`config.mk`:
```
export PLATFORM = sky130hd
export DESIGN_NAME = mdio_frame_master
export DESIGN_NICKNAME = d
export VERILOG_FILES = /design/src/rtl/mdio_pkg.sv /design/src/rtl/mdio_ctrl.sv /design/src/rtl/mdio_dpath.sv /design/src/rtl/mdio_frame_master.sv
export SDC_FILE = /design/constraint.sdc
export NUM_CORES = 1
export LEC_CHECK = 0
export CAP_MARGIN = 25
export CELL_PAD_IN_SITES_DETAIL_PLACEMENT = 1
export CELL_PAD_IN_SITES_GLOBAL_PLACEMENT = 2
export CORE_MARGIN = 4
export CORE_UTILIZATION = 40
export CTS_BUF_LIST = sky130_fd_sc_hd__clkbuf_4
export DETAILED_ROUTE_END_ITERATION = 10
export PLACE_DENSITY = 0.95
export SLEW_MARGIN = 20
export SYNTH_ARGS = -nofsm -noshare
export SYNTH_HDL_FRONTEND = slang
export SYNTH_SLANG_ARGS = --single-unit
```
`constraint.sdc`:
```
create_clock -name clk -period 4 [get_ports clk]
set_clock_uncertainty 0.1 [all_clocks]
set_input_delay 0.8 -clock clk [delete_from_list [all_inputs] [get_ports clk]]
set_output_delay 0.8 -clock clk [all_outputs]
set_load 0.02 [all_outputs]
```
`src/rtl/mdio_pkg.sv`:
```
package mdio_pkg;

  // Strobes from the sequencer to the datapath, valid for one system cycle.
  typedef struct packed {
    logic load;      // take a new request into the shift registers
    logic shiftOut;  // one driven bit has gone out
    logic capture;   // take one input bit
    logic latchRd;   // copy the captured word to the read data output
  } mdioStrobe_t;

  localparam logic [1:0] START_PAT = 2'b01;
  localparam logic [1:0] OP_READ   = 2'b10;
  localparam logic [1:0] OP_WRITE  = 2'b01;

endpackage

```
`src/rtl/mdio_ctrl.sv`:
```
module mdio_ctrl
  import mdio_pkg::*;
#(
  parameter int HALF_CYC = 4,
  parameter int PRE_LEN  = 32,
  parameter int ADDR_W   = 5,
  parameter int DATA_W   = 16
) (
  input  logic        clk,
  input  logic        rstN,
  input  logic        reqValid,
  input  logic        reqWrite,
  output logic        busy,
  output logic        done,
  output logic        mdc,
  output logic        mdoe,
  output mdioStrobe_t strobe
);

  localparam int HDR_BITS = PRE_LEN + 4 + 2 * ADDR_W;
  localparam int RD_BITS  = HDR_BITS + DATA_W + 2;
  localparam int WR_BITS  = HDR_BITS + DATA_W + 3;
  localparam int IDX_W    = $clog2(WR_BITS + 1);
  localparam int PH_W     = $clog2(HALF_CYC + 1);

  typedef enum logic {ST_IDLE, ST_RUN} seqState_t;

  seqState_t        state;
  logic             isWrite;
  logic [IDX_W-1:0] bitIdx;
  logic [PH_W-1:0]  phaseCnt;
  logic             mdcQ;
  logic             mdoeQ;
  logic             doneQ;

  logic accept;
  logic phaseEnd;
  logic bitEnd;
  logic lastBit;
  logic inCapture;

  // Tells whether bit position idx is driven by this engine.
  function automatic logic driveAt(input logic [IDX_W-1:0] idx, input logic wr);
    int i;
    i = int'(idx);
    return (i < HDR_BITS) ||
           (wr && (i >= HDR_BITS + 2) && (i < HDR_BITS + 2 + DATA_W));
  endfunction

  always_comb begin
    accept    = (state == ST_IDLE) && reqValid;
    phaseEnd  = (phaseCnt == PH_W'(HALF_CYC - 1));
    bitEnd    = (state == ST_RUN) && mdcQ && phaseEnd;
    lastBit   = isWrite ? (bitIdx == IDX_W'(WR_BITS - 1))
                        : (bitIdx == IDX_W'(RD_BITS - 1));
    inCapture = !isWrite && (int'(bitIdx) >= HDR_BITS + 1) &&
                (int'(bitIdx) <= HDR_BITS + DATA_W);
    strobe.load     = accept;
    strobe.shiftOut = bitEnd && mdoeQ;
    strobe.capture  = bitEnd && inCapture;
    strobe.latchRd  = bitEnd && lastBit && !isWrite;
  end

  always_ff @(posedge clk or negedge rstN) begin
    if (!rstN) begin
      state    <= ST_IDLE;
      isWrite  <= 1'b0;
      bitIdx   <= '0;
      phaseCnt <= '0;
      mdcQ     <= 1'b0;
      mdoeQ    <= 1'b0;
      doneQ    <= 1'b0;
    end else begin
      doneQ <= 1'b0;
      if (accept) begin
        state    <= ST_RUN;
        isWrite  <= reqWrite;
        bitIdx   <= '0;
        phaseCnt <= '0;
        mdcQ     <= 1'b0;
        mdoeQ    <= 1'b1;
      end else if (state == ST_RUN) begin
        if (!phaseEnd) begin
          phaseCnt <= phaseCnt + PH_W'(1);
        end else begin
          phaseCnt <= '0;
          if (!mdcQ) begin
            mdcQ <= 1'b1;
          end else begin
            mdcQ <= 1'b0;
            if (lastBit) begin
              state <= ST_IDLE;
              mdoeQ <= 1'b0;
              doneQ <= 1'b1;
            end else begin
              bitIdx <= bitIdx + IDX_W'(1);
              mdoeQ  <= driveAt(bitIdx + IDX_W'(1), isWrite);
            end
          end
        end
      end
    end
  end

  assign busy = (state == ST_RUN);
  assign done = doneQ;
  assign mdc  = mdcQ;
  assign mdoe = mdoeQ;

endmodule

```
`src/rtl/mdio_dpath.sv`:
```
module mdio_dpath
  import mdio_pkg::*;
#(
  parameter int PRE_LEN = 32,
  parameter int ADDR_W  = 5,
  parameter int DATA_W  = 16
) (
  input  logic              clk,
  input  logic              rstN,
  input  mdioStrobe_t       strobe,
  input  logic              reqWrite,
  input  logic [ADDR_W-1:0] reqPhyAddr,
  input  logic [ADDR_W-1:0] reqRegAddr,
  input  logic [DATA_W-1:0] reqWrData,
  input  logic              mdi,
  input  logic              mdoe,
  output logic              mdo,
  output logic [DATA_W-1:0] rdData
);

  localparam int SH_W = PRE_LEN + 4 + 2 * ADDR_W + DATA_W;

  logic [SH_W-1:0]   outShift;
  logic [DATA_W-1:0] inShift;
  logic [DATA_W-1:0] rdQ;
  logic [SH_W-1:0]   frameImage;

  // Every driven bit of the frame in send order. Released bits are not in it.
  always_comb begin
    frameImage = {{PRE_LEN{1'b1}}, START_PAT,
                  (reqWrite ? OP_WRITE : OP_READ),
                  reqPhyAddr, reqRegAddr,
                  (reqWrite ? reqWrData : {DATA_W{1'b0}})};
  end

  always_ff @(posedge clk or negedge rstN) begin
    if (!rstN) begin
      outShift <= '0;
      inShift  <= '0;
      rdQ      <= '0;
    end else begin
      if (strobe.load) begin
        outShift <= frameImage;
        inShift  <= '0;
      end else begin
        if (strobe.shiftOut) outShift <= {outShift[SH_W-2:0], 1'b0};
        if (strobe.capture)  inShift  <= {inShift[DATA_W-2:0], mdi};
      end
      if (strobe.latchRd) rdQ <= inShift;
    end
  end

  assign mdo    = mdoe & outShift[SH_W-1];
  assign rdData = rdQ;

endmodule

```
`src/rtl/mdio_frame_master.sv`:
```
module mdio_frame_master
  import mdio_pkg::*;
#(
  parameter int HALF_CYC = 4,
  parameter int PRE_LEN  = 32,
  parameter int ADDR_W   = 5,
  parameter int DATA_W   = 16
) (
  input  logic              clk,
  input  logic              rstN,
  input  logic              reqValid,
  input  logic              reqWrite,
  input  logic [ADDR_W-1:0] reqPhyAddr,
  input  logic [ADDR_W-1:0] reqRegAddr,
  input  logic [DATA_W-1:0] reqWrData,
  output logic              busy,
  output logic              done,
  output logic [DATA_W-1:0] rdData,
  output logic              mdc,
  output logic              mdo,
  output logic              mdoe,
  input  logic              mdi
);

  mdioStrobe_t strobe;
  logic        mdoeInt;

  mdio_ctrl #(
    .HALF_CYC(HALF_CYC), .PRE_LEN(PRE_LEN), .ADDR_W(ADDR_W), .DATA_W(DATA_W)
  ) u_ctrl (
    .clk(clk), .rstN(rstN), .reqValid(reqValid), .reqWrite(reqWrite),
    .busy(busy), .done(done), .mdc(mdc), .mdoe(mdoeInt), .strobe(strobe)
  );

  mdio_dpath #(
    .PRE_LEN(PRE_LEN), .ADDR_W(ADDR_W), .DATA_W(DATA_W)
  ) u_dpath (
    .clk(clk), .rstN(rstN), .strobe(strobe), .reqWrite(reqWrite),
    .reqPhyAddr(reqPhyAddr), .reqRegAddr(reqRegAddr), .reqWrData(reqWrData),
    .mdi(mdi), .mdoe(mdoeInt), .mdo(mdo), .rdData(rdData)
  );

  assign mdoe = mdoeInt;

endmodule

```
==> run metrics <==
vertical die dimension=117 microns; share of final-layout standard cells stronger than drive strength 1=9.49%; count of hold-fix buffers inserted at cts=0; type of the worst setup path=reg -> out; buffer cell driving the clock tree root=clkbuf_4; crit path DAT=1.72 ns; sequential area share after synthesis=57.2%; most instantiated cells after synthesis=nand2_1, dfrtp_1, nand3_1; power density relative to cell area=561 nW/um^2; number of clock buffers inserted by TritonCTS=9; Pre-Repair DR Iteration Count=4; post-layout net count=556; number of global-route vias before repair=3744; crit-path cells=clkdlybuf4s50_1; CTS tree=built; library cell occupying the most area in the post-synthesis netlist=dfrtp_1; estimated wirelength of the detail-placed design=7.02 mm; post-synth design cell area=4760 sq um; post-synthesis net count=523; sink count of the clock tree=109; Final Hold Vio Count=0; startpoint of the worst setup timing path=u_ctrl.busy; Buf/Inv on CP=1; all-layer global routing usage=16.6%; mean instance size in the synthesized netlist=9.74 sq um; post-route ant nets=0; Clk pin slew, worst setup/hold paths=0.16 ns; post-route minimum period=2.62 ns; overall die area=13700 sq um; number of maximum-capacitance violations=0; via density per instance=5.36; Worst Setup End Kind=output pin; Finished Core Util=47.7%; Routed Wire Length=10.8 mm; RSZ-0062 raised after global routing=false; biggest area contributors in the synthesized netlist=dfrtp_1, nand2_1, nand3_1; number of cells produced by synthesis=489; reported leakage power=2.50 nW; post-CTS setup buffer count=0; antenna fix cells=0; insertion delay to the later sink of the worst-skew pair=0.45 ns; fraction of synthesized cell area taken by the top area cell type=57.2%; worst max-slew margin expressed relative to the limit=43.8%; ys flop type=dfrtp_1; standard-cell row count=39; worst-path fanout max=10; number of top-level design ports=52; CP max-delay cell=clkdlybuf4s50_1; PortBufs=51; wire per inst=16.1 microns; share of flip-flops with an asynchronous set or reset after synthesis=100%; part of the total power dissipated in combinational logic=24.1%; total net switching power=1.06 mW; starting density of the core=41.4%; filler cell count in the final layout=1325; critical register-to-register path startpoint=u_ctrl.phaseCnt[0]; status=completed; required time reported for the critical path endpoint=3.10 ns; level count of the clock H-tree=3; warning count from the yosys run=0; Critical Path Stages=1; maximum number of pins on one net before global-route repair=83; share of power burned in the clock network=18.4%; Reg power frac=57.5%; Hold Path Class=in -> async; startpoint type of the worst setup path=flop; detailed-route via count=3592; number of enable-type register cells in the synthesized netlist=0; Largest stage delay, worst path=0.68 ns; Switching Fraction=34.5%; initial drt markers=140; Distinct cells, synth=44; internal power of the cells=2.02 mW; RD Place Congestion=0.806; final global-route overflow total=0; wire length of the first global-routing pass=18.3 mm; Top delay family on crit path=buffers and inverters; Max Clock Freq=382 MHz; placeable core region=11500 sq um; Setup TNS=0 ns; Worst Max-Slew Pin Slew=0.843 ns; Final Max Slew Viols=0; final cycle utilization of the critical path=65.4%; number of cell instances on the worst register-to-register path=7; FF+latch count, synth=109; number of antenna violations at the first check in global routing=0; area grow syn2layout=15.4%; DR DRC count=0; maximum clock insertion buffer count=2; number of resized instances in the post-cts repair step=0; maximum ir drop on the vdd rail=0.000208 V; Die Span X=117 microns; final setup violation count=0; most numerous cell in the Yosys netlist=nand2_1
layout make-up:
class	count	area (sq um)	share of cell area, %
sequential	109	2730	49.6
clock inverter	7	72.6	1.32
tap	143	179	3.26
multi-input combinational	341	1870	33.9
inverter	3	11.3	0.205
clock buffer	9	67.6	1.23
timing repair buffer	58	573	10.4
per-layer routing:
| metal | routed length (microns) | track usage, % | vias up |
|---|---|---|---|
| met5 | 0 | 0 | - |
| met4 | 86 | 4.05 | 0 |
| met3 | 304 | 3.39 | 8 |
| met2 | 5370 | 27.8 | 45 |
| met1 | 5010 | 22.2 | 1811 |
| li1 | - | - | 1728 |
worst reg2reg max path: stages, from the launching register on:
cell and delay, ns:
dfrtp_1 0.41, ha_1 0.20, and2b_1 0.21, nand3_4 0.18
nor2_4 0.66, buf_4 0.41, nor3_1 0.10, nor2_1 0.13
per-stage QoR:
stage	setup WS, ns	instances	hold slack, ns	instance area (sq um)	power, mW
finish	1.38	670	0.276	5500	3.08
global placement	1.30	654	0.363	5360	2.47
CTS	1.36	670	0.301	5500	3.11
floorplan	1.90	489	0.339	4760	2.27
detailed placement	1.15	654	0.368	5360	2.55
global route	1.28	670	0.300	5500	3.31
worst paths after layout:
| kind | to | slack (ns) |
|---|---|---|
| max in group asynchronous | u_dpath.inShift[4] | 2.68 |
| setup / recovery | busy | 1.38 |
| hold reg to reg | u_dpath.outShift[29] | 0.40 |
| hold / removal | u_dpath.rdData[2] | 0.28 |
| min in group clk | u_dpath.outShift[29] | 0.40 |
| setup reg to reg | u_dpath.outShift[18] | 1.55 |
flip-flops by register name (all words and copies together), names as in the netlist:
name              flops
u_ctrl.phaseCnt       3
u_ctrl.isWrite        1
u_ctrl.mdc            1
u_ctrl.done           1
u_dpath.rdData       16
u_ctrl.bitIdx         7
u_ctrl.busy           1
u_ctrl.mdoe           1
u_dpath.outShift     62
u_dpath.inShift      16
power by group through the flow:
| stage | Combinational, mW | Clock (mW) | Sequential (mW) |
|---|---|---|---|
| 5_1_grt | 0.857 | 0.628 | 1.83 |
| 4_1_cts | 0.762 | 0.582 | 1.77 |
| 3_3_place_gp | 0.704 | 0 | 1.77 |
| 3_5_place_dp | 0.755 | 0 | 1.79 |
| 2_1_floorplan | 0.574 | 0 | 1.70 |
| 6_report | 0.742 | 0.568 | 1.77 |
kinds of logic (layout without fill, tap and decap cells):
family          Yosys count  count (layout)  share of synthesized area [%]
simple gates            235             235                           22.8
flops                   109             109                           57.2
compound gates           79              79                           9.69
buf+inv                  39              77                           4.10
mux                      20              20                           4.65
xor+xnor                  4               4                          0.735
fa+ha+maj                 3               3                          0.788
cell usage in the layout (no fill, tap or decap), types with 13 or more instances in the layout:
cell type          n
a31oi_1           17
a21oi_1           20
o21ai_0           22
dfrtp_1          109
nand3_1           45
nand2_1          134
nor2_1            19
mux2_2            15
nor3_1            13
clkdlybuf4s50_1   50
Power figures use the tool's default switching activity.
